--- config.mk ---
export PLATFORM = sky130hd
export DESIGN_NAME = cfg_lock_ctrl
export DESIGN_NICKNAME = d
export VERILOG_FILES = /design/src/rtl/cfg_lock_pkg.sv /design/src/rtl/cfg_lock_sig.sv /design/src/rtl/cfg_lock_dp.sv /design/src/rtl/cfg_lock_ctl.sv /design/src/rtl/cfg_lock_ctrl.sv
export SDC_FILE = /design/constraint.sdc
export NUM_CORES = 1
export LEC_CHECK = 0
export ABC_AREA = 1
export BUFFER_PORTS_ARGS = -buffer_cell sky130_fd_sc_hd__buf_2
export CAP_MARGIN = 25
export CELL_PAD_IN_SITES_DETAIL_PLACEMENT = 0
export CELL_PAD_IN_SITES_GLOBAL_PLACEMENT = 2
export CORE_AREA = 2 2 80 97
export DETAILED_ROUTE_END_ITERATION = 10
export DIE_AREA = 0 0 82 99
export GPL_TIMING_DRIVEN = 0
export PLACE_DENSITY = 0.85
export SLEW_MARGIN = 10
export SYNTH_ARGS = -nofsm -noshare
export SYNTH_HDL_FRONTEND = slang
export SYNTH_SLANG_ARGS = --single-unit
--- constraint.sdc ---
create_clock -name clk -period 2.2 [get_ports clk]
set_input_delay 0.11 -clock clk [delete_from_list [all_inputs] [get_ports clk]]
set_output_delay 0.11 -clock clk [all_outputs]
set_load 0.03 [all_outputs]
--- src/rtl/cfg_lock_pkg.sv ---
package cfg_lock_pkg;

  localparam int LOCK_W  = 2;
  localparam int CKSEL_W = 4;
  localparam int FUSE_W  = CKSEL_W + 1;
  localparam int BYTE_W  = 8;

  localparam logic [LOCK_W-1:0] LOCK_FRESH   = '1;
  localparam logic [FUSE_W-1:0] FUSE_DEFAULT = {1'b1, 4'b0010};

  typedef enum logic [2:0] {
    OP_LOCK_PROG  = 3'd0,
    OP_FUSE_PROG  = 3'd1,
    OP_ERASE      = 3'd2,
    OP_SIG_RD     = 3'd3,
    OP_FUSE_RD    = 3'd4,
    OP_LOCK_RD    = 3'd5,
    OP_FLASH_PROG = 3'd6,
    OP_FLASH_VFY  = 3'd7
  } cmdOp_e;

  typedef enum logic [2:0] {
    RSP_SIG   = 3'd0,
    RSP_FUSE  = 3'd1,
    RSP_LOCK  = 3'd2,
    RSP_ZERO  = 3'd3,
    RSP_FLASH = 3'd4
  } rspSel_e;

  // strobes from control to datapath
  typedef struct packed {
    logic    lockWr;
    logic    lockClr;
    logic    fuseWr;
    logic    addrLoad;
    logic    rspLoad;
    rspSel_e rspSel;
  } dpStrobe_t;

endpackage

--- src/rtl/cfg_lock_sig.sv ---
module cfg_lock_sig
  import cfg_lock_pkg::*;
#(
  parameter logic [BYTE_W-1:0] CAL_BYTE = 8'h9C
) (
  input  logic [1:0]        sigIdx,
  input  logic              hiSel,
  output logic [BYTE_W-1:0] sigByte
);

  logic [BYTE_W-1:0] loByte;
  logic [BYTE_W-1:0] hiByte;

  always_comb begin
    unique case (sigIdx)
      2'd0:    loByte = 8'h1E;
      2'd1:    loByte = 8'h91;
      2'd2:    loByte = 8'h07;
      default: loByte = 8'h00;
    endcase
  end

  assign hiByte  = (sigIdx == 2'd0) ? CAL_BYTE : 8'h00;
  assign sigByte = hiSel ? hiByte : loByte;

endmodule

--- src/rtl/cfg_lock_dp.sv ---
module cfg_lock_dp
  import cfg_lock_pkg::*;
#(
  parameter int                ADDR_W   = 11,
  parameter logic [BYTE_W-1:0] CAL_BYTE = 8'h9C
) (
  input  logic              clk,
  input  logic              rstN,
  input  dpStrobe_t         strobe,
  input  logic [ADDR_W-1:0] cmdAddr,
  input  logic [BYTE_W-1:0] cmdData,
  input  logic [BYTE_W-1:0] flashRdData,
  output logic [LOCK_W-1:0] lockBits,
  output logic [FUSE_W-1:0] fuseBits,
  output logic              wrLocked,
  output logic              vfyLocked,
  output logic [BYTE_W-1:0] rspData,
  output logic [ADDR_W-1:0] flashAddr,
  output logic [BYTE_W-1:0] flashWrData
);

  localparam int PAD_FUSE = BYTE_W - FUSE_W;
  localparam int PAD_LOCK = BYTE_W - LOCK_W;

  logic [BYTE_W-1:0] sigByte;
  logic [BYTE_W-1:0] rspNext;

  cfg_lock_sig #(.CAL_BYTE(CAL_BYTE)) u_sig (
    .sigIdx (cmdAddr[1:0]),
    .hiSel  (cmdData[0]),
    .sigByte(sigByte)
  );

  // LB1 (bit 0) blocks writes; both bits cleared also block verify
  assign wrLocked  = ~lockBits[0];
  assign vfyLocked = (lockBits == '0);

  always_comb begin
    unique case (strobe.rspSel)
      RSP_SIG:   rspNext = sigByte;
      RSP_FUSE:  rspNext = {{PAD_FUSE{1'b0}}, fuseBits};
      RSP_LOCK:  rspNext = {{PAD_LOCK{1'b0}}, lockBits};
      RSP_FLASH: rspNext = flashRdData;
      default:   rspNext = '0;
    endcase
  end

  always_ff @(posedge clk or negedge rstN) begin
    if (!rstN) begin
      lockBits    <= LOCK_FRESH;
      fuseBits    <= FUSE_DEFAULT;
      rspData     <= '0;
      flashAddr   <= '0;
      flashWrData <= '0;
    end else begin
      if (strobe.lockClr)     lockBits <= LOCK_FRESH;
      else if (strobe.lockWr) lockBits <= lockBits & cmdData[LOCK_W-1:0];
      if (strobe.fuseWr)      fuseBits <= fuseBits & cmdData[FUSE_W-1:0];
      if (strobe.addrLoad) begin
        flashAddr   <= cmdAddr;
        flashWrData <= cmdData;
      end
      if (strobe.rspLoad)     rspData <= rspNext;
    end
  end

endmodule

--- src/rtl/cfg_lock_ctl.sv ---
module cfg_lock_ctl
  import cfg_lock_pkg::*;
#(
  parameter int ERASE_CYCLES = 16
) (
  input  logic      clk,
  input  logic      rstN,
  input  logic      cmdValid,
  input  logic [2:0] cmdOp,
  input  logic      wrLocked,
  input  logic      vfyLocked,
  output dpStrobe_t strobe,
  output logic      busy,
  output logic      errPulse,
  output logic      rspValid,
  output logic      flashWrEn,
  output logic      flashRdEn
);

  localparam int CNT_W = (ERASE_CYCLES > 1) ? $clog2(ERASE_CYCLES) : 1;
  localparam logic [CNT_W-1:0] CNT_LOAD = CNT_W'(ERASE_CYCLES - 1);

  typedef enum logic [1:0] {ST_IDLE, ST_ERASE, ST_VERIFY} ctlState_e;

  ctlState_e        state, stateNext;
  logic [CNT_W-1:0] eraseCnt, eraseCntNext;
  logic             errNext, rspNext, wrNext;
  logic             accept;
  cmdOp_e           op;

  assign accept = cmdValid && (state == ST_IDLE);
  assign op     = cmdOp_e'(cmdOp);

  always_comb begin
    strobe       = '0;
    strobe.rspSel = RSP_ZERO;
    stateNext    = state;
    eraseCntNext = eraseCnt;
    errNext      = 1'b0;
    rspNext      = 1'b0;
    wrNext       = 1'b0;
    unique case (state)
      ST_IDLE: begin
        if (accept) begin
          unique case (op)
            OP_LOCK_PROG: strobe.lockWr = 1'b1;
            OP_FUSE_PROG: begin
              if (wrLocked) errNext = 1'b1;
              else          strobe.fuseWr = 1'b1;
            end
            OP_ERASE: begin
              stateNext    = ST_ERASE;
              eraseCntNext = CNT_LOAD;
            end
            OP_SIG_RD: begin
              strobe.rspLoad = 1'b1;
              strobe.rspSel  = RSP_SIG;
              rspNext        = 1'b1;
            end
            OP_FUSE_RD: begin
              strobe.rspLoad = 1'b1;
              strobe.rspSel  = RSP_FUSE;
              rspNext        = 1'b1;
            end
            OP_LOCK_RD: begin
              strobe.rspLoad = 1'b1;
              strobe.rspSel  = RSP_LOCK;
              rspNext        = 1'b1;
            end
            OP_FLASH_PROG: begin
              if (wrLocked) errNext = 1'b1;
              else begin
                strobe.addrLoad = 1'b1;
                wrNext          = 1'b1;
              end
            end
            OP_FLASH_VFY: begin
              if (vfyLocked) begin
                errNext        = 1'b1;
                strobe.rspLoad = 1'b1;
                strobe.rspSel  = RSP_ZERO;
                rspNext        = 1'b1;
              end else begin
                strobe.addrLoad = 1'b1;
                stateNext       = ST_VERIFY;
              end
            end
            default: ;
          endcase
        end
      end
      ST_ERASE: begin
        if (eraseCnt == '0) begin
          strobe.lockClr = 1'b1;
          stateNext      = ST_IDLE;
        end else begin
          eraseCntNext = eraseCnt - 1'b1;
        end
      end
      ST_VERIFY: begin
        strobe.rspLoad = 1'b1;
        strobe.rspSel  = RSP_FLASH;
        rspNext        = 1'b1;
        stateNext      = ST_IDLE;
      end
      default: stateNext = ST_IDLE;
    endcase
  end

  always_ff @(posedge clk or negedge rstN) begin
    if (!rstN) begin
      state     <= ST_IDLE;
      eraseCnt  <= '0;
      errPulse  <= 1'b0;
      rspValid  <= 1'b0;
      flashWrEn <= 1'b0;
    end else begin
      state     <= stateNext;
      eraseCnt  <= eraseCntNext;
      errPulse  <= errNext;
      rspValid  <= rspNext;
      flashWrEn <= wrNext;
    end
  end

  assign busy      = (state != ST_IDLE);
  assign flashRdEn = (state == ST_VERIFY);

endmodule

--- src/rtl/cfg_lock_ctrl.sv ---
module cfg_lock_ctrl
  import cfg_lock_pkg::*;
#(
  parameter int                ADDR_W       = 11,
  parameter int                ERASE_CYCLES = 16,
  parameter logic [BYTE_W-1:0] CAL_BYTE     = 8'h9C
) (
  input  logic              clk,
  input  logic              rstN,
  input  logic              cmdValid,
  input  logic [2:0]        cmdOp,
  input  logic [ADDR_W-1:0] cmdAddr,
  input  logic [7:0]        cmdData,
  input  logic [7:0]        flashRdData,
  output logic              busy,
  output logic              errPulse,
  output logic              rspValid,
  output logic [7:0]        rspData,
  output logic              flashWrEn,
  output logic              flashRdEn,
  output logic [ADDR_W-1:0] flashAddr,
  output logic [7:0]        flashWrData
);

  dpStrobe_t         strobe;
  logic              wrLocked;
  logic              vfyLocked;
  logic [LOCK_W-1:0] lockBits;
  logic [FUSE_W-1:0] fuseBits;

  cfg_lock_ctl #(.ERASE_CYCLES(ERASE_CYCLES)) u_ctl (
    .clk      (clk),
    .rstN     (rstN),
    .cmdValid (cmdValid),
    .cmdOp    (cmdOp),
    .wrLocked (wrLocked),
    .vfyLocked(vfyLocked),
    .strobe   (strobe),
    .busy     (busy),
    .errPulse (errPulse),
    .rspValid (rspValid),
    .flashWrEn(flashWrEn),
    .flashRdEn(flashRdEn)
  );

  cfg_lock_dp #(.ADDR_W(ADDR_W), .CAL_BYTE(CAL_BYTE)) u_dp (
    .clk        (clk),
    .rstN       (rstN),
    .strobe     (strobe),
    .cmdAddr    (cmdAddr),
    .cmdData    (cmdData),
    .flashRdData(flashRdData),
    .lockBits   (lockBits),
    .fuseBits   (fuseBits),
    .wrLocked   (wrLocked),
    .vfyLocked  (vfyLocked),
    .rspData    (rspData),
    .flashAddr  (flashAddr),
    .flashWrData(flashWrData)
  );

endmodule

* Yosys cells after proc, flatten, opt, wreduce, memory -nomap -nowiden
Index checks and enable logic that the tools add are counted.
** Storage, ports and cells
- Bits in registers :: 43
- Input port bits :: 33
- Output and inout port bits :: 32
- Logic and storage cells :: 87
** Cells by class
- $add $sub $neg :: 1
- Equality and inequality tests :: 20
- Mux-type cells :: 40
- Bitwise operators :: 2
- Reduce and logical (&&, ||, !) cells :: 14
** Operators by type and width (number)
- 8-bit one-hot mux with 4 select lines :: 1
- 8-bit one-hot mux with 3 select lines :: 1
- 1-bit two-way mux :: 16
- 4-bit two-way mux :: 4
- 8-bit two-way mux :: 2
- 4-bit one-hot mux with 2 select lines :: 2
- 4-bit one-hot mux with 4 select lines :: 1
- 3-bit equality test (second input constant) :: 5
- 2-bit two-way mux :: 6
- 3-bit by 2-bit equality test with 1-bit output (second input constant) :: 3
- 1-bit one-hot mux with 2 select lines :: 4
- 2-bit one-hot mux with 2 select lines :: 2
- 4-bit AND reduction :: 2
- 3-bit by 1-bit equality test with 1-bit output (second input constant) :: 2
- 2-bit zero test :: 3
- 3-bit zero test :: 2
- 6-bit two-way mux :: 1
- 3-bit inequality test (second input constant) :: 2
- 2-bit nonzero test :: 3
- 5-bit bitwise AND :: 1
- 2-bit by 1-bit equality test with 1-bit output (second input constant) :: 2
- 2-bit equality test (second input constant) :: 2
- 4-bit zero test :: 1
- 2-bit by 1-bit inequality test with 1-bit output (second input constant) :: 2
- other kinds (6) :: 7

* Depth between registers and ports, before layout
Gate-level depths: netlist of the first run.
- Depth after elaboration :: 7
- Mapped depth :: 10

* Cells and area by module
From an unflattened synthesis of the first run, not the netlist that was laid out.
** Unflattened totals
- Cells, all modules :: 254
- Area, all modules :: 2210.9 um^2
** Modules (own cells, without submodules)
- cfg_lock_dp :: times used 1, cells an instance 146, area each 1476.4 um^2
- cfg_lock_ctl :: times used 1, cells an instance 86, area each 606.8 um^2
- cfg_lock_sig :: times used 1, cells an instance 22, area each 127.6 um^2

* Worst setup path before layout of the first run
Ideal clock, no wire load.
- Path type :: register to register
- Start point :: reg u_ctl.state[0]
- End point :: reg u_dp.rspData[2]
- Library setup time :: 0.071 ns
- Arrival time :: 1.355 ns
- Required time :: 2.129 ns
- Setup slack :: 0.774 ns
- Stages on the path, launching flop included :: 8
- Buffers on the path :: 0
- Cell sequence :: dfrtp_1 > inv_1 > nand2_1 > nor2_2 > nand3_1 > nor2_2 > nand2_1 > nand4_1
** On the way
- Cells in the longest elaborated chain, start to end :: 6
** Ends and longest elaborated chain
- from (decl) :: RTL line cfg_lock_ctl.sv:25 : ctlState_e state, stateNext;
- from (signal assigned) :: RTL line cfg_lock_ctl.sv:118 : state <= stateNext;
- 2-bit zero test :: RTL line cfg_lock_ctl.sv:31, cfg_lock_ctl.sv:42
- 1-bit logical AND :: RTL line cfg_lock_ctl.sv:31 : assign accept = cmdValid && (state == ST_IDLE);
- 6-bit two-way mux :: RTL line cfg_lock_ctl.sv:44 : if (accept) begin
- 4-bit one-hot mux with 2 select lines (*) :: RTL line cfg_lock_ctl.sv:42 : unique case (state)
- 3-bit equality test (tied with other cells) :: RTL line cfg_lock_dp.sv:39 : unique case (strobe.rspSel)
- 8-bit one-hot mux with 4 select lines :: RTL line cfg_lock_dp.sv:39
- to (signal assigned) :: RTL line cfg_lock_dp.sv:63 : if (strobe.rspLoad) rspData <= rspNext;
- to (decl) :: RTL line cfg_lock_dp.sv:17 : output logic [BYTE_W-1:0] rspData,
Mark *: on every way between the ends. The rest lies on a longest branch, timed or not.
A chain may end at the register's enable or synchronous reset.

* Worst setup path in the final report of the first run
- Start point :: reg u_ctl.state[1]
- End point :: out flashRdEn
** On the way
- Cells in the longest elaborated chain, start to end :: 1
** Ends and longest elaborated chain
- 2-bit equality test :: RTL line cfg_lock_ctl.sv:127 : assign flashRdEn = (state == ST_VERIFY);
- to (decl) :: RTL line cfg_lock_ctrl.sv:20 : output logic flashRdEn,
Every way passes these cells.

==> results by group, run 1 <==
Power and ir drop
  • Power per cell area: 1030 nW/µm²
  • Int Power: 1.75 mW
  • Logic gate share of total power: 34.5%
  • Part of the power in the clock network: 26.1%
  • P_leak: 1.51 nW
  • Switching share of total power: 38.1%
  • Largest vdd supply drop: 376 µV
  • Pwr Total: 2.83 mW
  • Net Sw Power: 1.08 mW
  • Register share of total power: 39.5%

Placed design
  • Placer Congestion: 0.779
  • Post-Place Setup Slack: 722 ps
  • Input/output buffers: 64
  • Detailed-placement wirelength estimate: 3870 µm

Synthesis
  • Net count after synthesis: 294
  • Area of the mapped netlist: 2150 µm²
  • Area share of the largest cell type after synthesis: 45.3%
  • Main area contributors after synthesis: sky130_fd_sc_hd__dfrtp_1 45%, sky130_fd_sc_hd__nand2_1 13%, sky130_fd_sc_hd__nand3_1 7.9%
  • Synth warn: 0
  • Post-synth EDFFs: 0
  • Library cells used by synthesis: 24
  • Proportion of synthesized chip area in sequential cells: 50.2%
  • Fraction of registers with async set/reset: 100%
  • Number of register bits inferred by synthesis: 43
  • Cell types with the highest counts after synthesis: 74 x sky130_fd_sc_hd__nand2_1, 39 x sky130_fd_sc_hd__dfrtp_1, 34 x sky130_fd_sc_hd__nand3_1
  • Cell with the most instances after synthesis: sky130_fd_sc_hd__nand2_1
  • Mean instance size in the synthesized netlist: 8.51 µm²
  • Synthesized instance count: 253
  • Largest area contributor in the synthesized netlist: sky130_fd_sc_hd__dfrtp_1
  • Flip-flop cell with the highest count after synthesis: sky130_fd_sc_hd__dfrtp_1

CTS
  • Clock tree from TritonCTS: done
  • Clock tree sinks: 43
  • Maximum clock insertion buffer count: 2
  • H-tree lvl count: 2
  • CTS Buf Count: 5
  • Clock transition at path regs: 90 ps
  • Clock root buffer: sky130_fd_sc_hd__clkbuf_8
  • Count of cells resized by post-cts repair: 0
  • Worst-Skew Late Latency: 300 ps

Timing
  • Share of the cycle needed by the critical path after routing: 73.2%
  • Post-route setup slack: 590 ps
  • Worst clock skew: 6.14 ps
  • Worst-Margin Slew: 506 ps
  • Fin crit period: 1610 ps
  • Normalized max-slew margin: 66.2%
  • Setup_tns: 0 ps
  • Highest attainable clock frequency: 621 MHz
  • Number of failing setup endpoints in the final timing report: 0
  • Final-report max-slew violation count: 0
  • Hold Violations, Final: 0
  • Setup repair after global routing missed its margin: no

Worst setup path
  • Data required time of the critical path: 2090 ps
  • Highest fanout seen on the critical path: 10
  • WS Path Type: flop to primary output
  • Crit path launch type: flop
  • Type of destination of the critical path: primary output
  • Arrival time of the worst setup path: 1500 ps

Global route
  • Number of antenna violations at the first check in global routing: 0
  • Met1 layer usage reported by global route: 18.3%
  • First-pass GRT wire length: 8520 µm
  • Global routing usage on met3: 2.84%
  • Busiest grt layer: met2
  • Vias in the first global route: 1,781
  • Maximum number of pins on one net before global-route repair: 44
  • Total global routing overflow: 0
  • Met2 GRT Util: 21.0%
  • Global routing usage summed across all routing layers: 13.6%

Routing
  • Post-DR vias/cell: 4.52
  • Routed wirelength normalized by instance count: 12.5 µm
  • Initial drt markers: 114
  • DRT antenna net count: 0
  • DRC violation count after routing: 0
  • Total routed wirelength: 5220 µm
  • First drt pass iteration count: 4
  • Via count: 1,886

Finish
  • Number of nets in the layout: 367
  • Count of antenna diodes in the layout: 0
  • Ratio of cells with drive above 1 in the final layout: 30.9%
  • Area Overhead vs Synth: 27.7%

Die
  • Core Region: 7150 µm²
  • DIE HEIGHT: 99 µm
  • Die W: 82 µm
  • Number of primary I/O pins: 65
  • Starting density of the core: 30.1%
  • Number of standard-cell rows in the floorplan: 34
  • Die Area: 8120 µm²

Outcome
  • Run status: finished clean

Min path
  • Path class of the lowest-slack min-delay path: primary input to flop

Job
  • Number of max-cap violations: 0
-- cells in the final DEF (no fill, tap or decap), types with 4 or more instances in the layout --
cell	count
sky130_fd_sc_hd__nor2_1	18
sky130_fd_sc_hd__nand4_1	7
sky130_fd_sc_hd__dfrtp_1	39
sky130_fd_sc_hd__ha_1	8
sky130_fd_sc_hd__o21ai_0	7
sky130_fd_sc_hd__o21ai_2	9
sky130_fd_sc_hd__nand2_1	74
sky130_fd_sc_hd__clkbuf_8	5
sky130_fd_sc_hd__inv_1	23
sky130_fd_sc_hd__dfstp_2	4
sky130_fd_sc_hd__nor2_2	4
sky130_fd_sc_hd__nand3_1	34
sky130_fd_sc_hd__a21boi_0	5
sky130_fd_sc_hd__buf_2	66
-- registers in the layout, summed over array words and instances, names as in the netlist --
name              cells
u_ctl.eraseCnt        4
u_dp.fuseBits         5
u_ctl.errPulse        1
u_dp.flashAddr       11
u_ctl.state           2
u_dp.flashWrData      8
u_dp.lockBits         2
u_ctl.flashWrEn       1
u_ctl.rspValid        1
u_dp.rspData          8
-- metal layers --
metal | vias to the layer above | share of wire, %
met3 | 8 | 5.6
met5 | - | 0
li1 | 967 | -
met4 | 0 | 1.8
met2 | 50 | 45
met1 | 861 | 47
-- power by group through the flow --
stage                     Clock [mW]  Combinational, mW  Sequential, mW
after global routing           0.792               1.09            1.14
after floorplan                    0              0.376            1.43
after CTS                      0.765              0.988            1.12
after global placement             0              0.977            1.13
after detailed placement           0              0.985            1.13
final                          0.737              0.975            1.12
-- metrics by stage --
stage / utilization [%] / area, µm² / std cells / hold slack, ps
finish: 38.4 / 2750 / 417 / 9.56
global route: 38.4 / 2750 / 417 / 11.8
CTS: 38.0 / 2720 / 415 / 2.08
global placement: 36.2 / 2580 / 407 / 311
floorplan: - / 2150 / 253 / -186
detailed placement: 36.2 / 2580 / 407 / 315
-- logic make-up (layout without fill, tap and decap cells) --
group	after synthesis	count (layout)	synth area share (%)
AND/OR/NAND/NOR	143	143	29.4
flip-flops	43	43	50.2
buffers and inverters	30	104	6.40
AO/OA/AOI/OAI	29	29	9.36
adder cells (fa/ha/maj)	8	8	4.65
-- final timing paths --
check	startpoint	endpoint	slack, ps	cells after the start
setup / recovery	u_ctl.state[1]	flashRdEn	590	3
hold / removal	flashRdData[5]	u_dp.rspData[5]	10	3
setup reg to reg	u_ctl.state[1]	u_dp.rspData[1]	700	6
hold reg to reg	u_dp.flashAddr[5]	u_dp.flashAddr[5]	470	2
max in group asynchronous	rstN	u_dp.lockBits[1]	1480	3
min in group asynchronous	rstN	u_dp.flashAddr[6]	190	2
-- repair_timing --
action                                  4_1_cts  5_1_grt
hold buffers                                  0        1
buffers inserted                              0        0
endpoints found under the setup margin        0        0
hold endpoints to repair                      0       39
-- critical path: stages (launching register included) --
cell,delay (ps)
sky130_fd_sc_hd__dfrtp_1,420
sky130_fd_sc_hd__inv_1,80
sky130_fd_sc_hd__nor2_2,400
sky130_fd_sc_hd__buf_2,290
-- final cells by class --
type	count	area [µm²]
inverter	25	93.8
timing repair buffer	66	350
clock inverter	2	60.1
fill	778	4400
clock buffer	6	72.6
tap	90	113
buffer	5	43.8
multi-input combinational	180	933
sequential	43	1080
No activity file was read; power rests on OpenSTA's default activity.
==> inputs of run 2 (changes only) <==
--- a/config.mk
+++ b/config.mk
@@ -10,11 +10,11 @@
 export CAP_MARGIN = 25
 export CELL_PAD_IN_SITES_DETAIL_PLACEMENT = 0
 export CELL_PAD_IN_SITES_GLOBAL_PLACEMENT = 2
-export CORE_AREA = 2 2 80 97
+export CORE_AREA = 2 2 87 105
 export DETAILED_ROUTE_END_ITERATION = 10
-export DIE_AREA = 0 0 82 99
+export DIE_AREA = 0 0 89 107
 export GPL_TIMING_DRIVEN = 0
-export PLACE_DENSITY = 0.85
+export PLACE_DENSITY = 0.77
 export SLEW_MARGIN = 10
 export SYNTH_ARGS = -nofsm -noshare
 export SYNTH_HDL_FRONTEND = slang
==> constraint.sdc (replaced) <==
create_clock -name clk -period 1.3 [get_ports clk]
set_input_delay 0.065 -clock clk [delete_from_list [all_inputs] [get_ports clk]]
set_output_delay 0.065 -clock clk [all_outputs]
set_load 0.03 [all_outputs]
==> run 2 against run 1 <==
The run now ends with negative setup slack left. Sequential power increased by 73%. Clock power grew 29%. Utilization rose by 2.3 points. Hold slack lost 6.8 ps. Clock skew fell by 1.6 ps. Sequential cell count is the same. Design area is 26% higher. First-iteration DRC count decreased by 27%.
==> results by group, run 2 (synthesis results as in run 1) <==
Routing
  • Via count: 2,056 (+9.0%)
  • DRT antenna net count: 0 (unchanged)
  • First drt pass iteration count: 4 (unchanged)
  • Total routed wirelength: 6120 µm (+17%)
  • Initial drt markers: 83 (-27%)
  • Post-DR vias/cell: 4.22 (-6.7%)
  • Routed wirelength normalized by instance count: 12.6 µm (+0.38%)
  • Wire length on met2: 2970 µm (+26%)
  • DR WL met3: 341 µm (+18%)
  • Detailed-route wire length on metal 1: 2760 µm (+12%)
  • Top sig layer: met4
  • DRC violation count after routing: 0 (unchanged)

Placed design
  • Placed Cells: 434 (+6.6%)
  • Input/output buffers: 64 (unchanged)
  • Placed inst area: 2630 µm² (+1.8%)
  • Detailed-placement wirelength estimate: 4000 µm (+3.4%)
  • Placer Congestion: 0.728 (-6.5%)

Timing
  • Hold Violations, Final: 0 (unchanged)
  • Share of the cycle needed by the critical path after routing: 106%
  • Worst-Margin Slew: 522 ps (+15.6 ps)
  • Worst clock skew: 4.54 ps (-1.61 ps)
  • Final-report max-slew violation count: 0 (unchanged)
  • Worst-case hold slack: 2.72 ps (-6.84 ps)
  • Number of failing setup endpoints in the final timing report: 29 (+29)
  • Post-route setup slack: -84.3 ps (-674 ps)
  • Fin crit period: 1380 ps
  • Normalized max-slew margin: 65.2% (-1.0 points)
  • Setup repair after global routing missed its margin: yes
  • Highest attainable clock frequency: 722 MHz

CTS
  • Clock transition at path regs: 80 ps (about the same)
  • Clock tree sinks: 43 (unchanged)
  • Clock root buffer: sky130_fd_sc_hd__clkbuf_8
  • Clock tree from TritonCTS: done
  • CTS Buf Count: 5 (unchanged)
  • H-tree lvl count: 2 (unchanged)
  • Maximum clock insertion buffer count: 2 (unchanged)
  • Worst-Skew Late Latency: 290 ps (about the same)

Die
  • Number of primary I/O pins: 65 (unchanged)
  • Die W: 89 µm (+8.5%)
  • Number of standard-cell rows in the floorplan: 37 (+8.8%)
  • Die Area: 9520 µm² (+17%)
  • Core Region: 8520 µm² (+19%)
  • Starting density of the core: 25.3% (-4.8 points)
  • DIE HEIGHT: 107 µm (+8.1%)

Worst setup path
  • Crit path launch type: flop
  • Cell mode on critical path: sky130_fd_sc_hd__nand2_4
  • Arrival time of the worst setup path: 1560 ps (+60 ps)
  • Crit path buf inv count: 2 (unchanged)
  • Highest fanout seen on the critical path: 6 (-4)
  • Type of destination of the critical path: flop
  • Worst reg2reg path startpoint: u_ctl.state[1]
  • Slowest stage delay, CP: 470 ps (+50 ps)
  • Crit path cell chain: nor2_4 > nand2_4 > buf_6 > nand2_4 > nand2_4 > inv_6 > nand2_2 > nand2_2 > nand3_2
  • WS Path Type: flop to flop
  • Slowest stage cell on the critical path: sky130_fd_sc_hd__dfrtp_2
  • Largest delay contributor family on the critical path: simple AND/OR/NAND/NOR gates
  • Critical path startpoint: u_ctl.state[1]
  • Data required time of the critical path: 1480 ps (-610 ps)

Global route
  • Global routing usage summed across all routing layers: 13.0% (-0.57 points)
  • Number of antenna violations at the first check in global routing: 0 (unchanged)
  • First-pass GRT wire length: 9730 µm (+14%)
  • Maximum number of pins on one net before global-route repair: 44 (unchanged)
  • Total global routing overflow: 0 (unchanged)
  • Vias in the first global route: 1,998 (+12%)

Finish
  • Post-route non-filler standard cell count: 487 (+17%)
  • Ratio of cells with drive above 1 in the final layout: 46.2% (+15 points)
  • Utilization after layout: 40.8% (+2.3 points)
  • Registers with the highest flip-flop counts: u_dp.flashAddr (11), u_dp.flashWrData (8), u_dp.rspData (8)
  • Max reg flops: 11 (unchanged)
  • Most common cell after layout, fill and taps aside: sky130_fd_sc_hd__buf_2
  • Final Cell Area: 3470 µm² (+26%)
  • Leading cell types in the layout, fill and taps excluded: 64 x sky130_fd_sc_hd__buf_2, 56 x sky130_fd_sc_hd__nand2_1, 37 x sky130_fd_sc_hd__dfrtp_1, 27 x sky130_fd_sc_hd__nand3_1
  • Register bank with the most flops: u_dp.flashAddr
  • Number of nets in the layout: 410 (+12%)
  • Area Overhead vs Synth: 61.5%
  • Count of antenna diodes in the layout: 0 (unchanged)

Min path
  • Critical hold path startpoint: cmdData[1]
  • Path class of the lowest-slack min-delay path: primary input to flop

Job
  • Number of max-cap violations: 0 (unchanged)

Outcome
  • Run status: finished with violations
  • Failing checks: negative setup slack

Power and ir drop
  • Largest vdd supply drop: 436 µV (+16%)
  • Power per cell area: 1470 nW/µm² (+43%)
  • P_leak: 1.77 nW (+17%)
==> run 2: cell count changes in the layout (fill, tap and decap cells not counted), moves of 7 or more <==
| cell | previous run | this run |
|---|---|---|
| sky130_fd_sc_hd__nand2_4 | 1 | 12 |
| sky130_fd_sc_hd__nand2_2 | 3 | 10 |
| sky130_fd_sc_hd__buf_4 | 0 | 19 |
| sky130_fd_sc_hd__nor2_4 | 1 | 8 |
| sky130_fd_sc_hd__nand2_1 | 74 | 56 |
| sky130_fd_sc_hd__dlygate4sd3_1 | 1 | 18 |
| sky130_fd_sc_hd__nand3_1 | 34 | 27 |
==> run 2: through the flow <==
step | total power [mW] | setup TNS (ps) | setup WS (ps)
floorplan | 3.06 | 0 | 5.89
detailed placement | 3.60 | -4310 | -180
CTS | 4.90 | -453 | -34.1
global route | 5.46 | -3710 | -159
finish | 5.10 | -1350 | -84.3
global placement | 3.58 | -4040 | -173
==> run 2: final cells by class <==
class,instances,area (µm²)
inverter,25,104
clock inverter,1,7.51
buffer,5,50.0
fill,883,5040
clock buffer,7,96.3
timing repair buffer,109,790
sequential,43,1080
tap,117,146
multi-input combinational,180,1200
==> run 2: layer usage <==
layer  track usage [%]  vias to the layer above
met5                 0                        -
met4              3.20                        0
met3              3.54                        4
met2              20.7                       58
met1              17.6                      940
li1                  -                     1054
==> run 2: what timing repair did <==
action,4_1_cts,5_1_grt
hold buffers,18,0
endpoints found under the hold margin,56,0
setup buffers,17,8
resized for setup,44,38
pin swaps,10,25
gates cloned,1,0
endpoints found under the setup margin,38,34
==> run 2: worst min-delay path, stage by stage <==
cell and delay (ps):
sky130_fd_sc_hd__buf_2 90, sky130_fd_sc_hd__o21ai_1 60, sky130_fd_sc_hd__nand2_1 50
==> run 2: where the power goes <==
| group | leakage, nW | switching, mW | internal [mW] | total, mW |
|---|---|---|---|---|
| registers | 0.536 | 0.243 | 1.70 | 1.94 |
| logic | 1.19 | 1.37 | 0.841 | 2.21 |
| clock network | 0.0505 | 0.469 | 0.484 | 0.953 |
| total | 1.77 | 2.08 | 3.02 | 5.10 |
==> run 2: path summary, 6_finish.rpt <==
kind | end | slack (ps) | cells after the start
min | u_dp.lockBits[1] | 3 | 3
min in group asynchronous | u_dp.flashWrData[5] | 270 | 2
max | u_ctl.eraseCnt[2] | -80 | 9
min reg2reg | u_dp.flashAddr[8] | 470 | 2
max reg2reg | u_ctl.eraseCnt[2] | -80 | 9
max in group asynchronous | u_dp.fuseBits[4] | 450 | 3
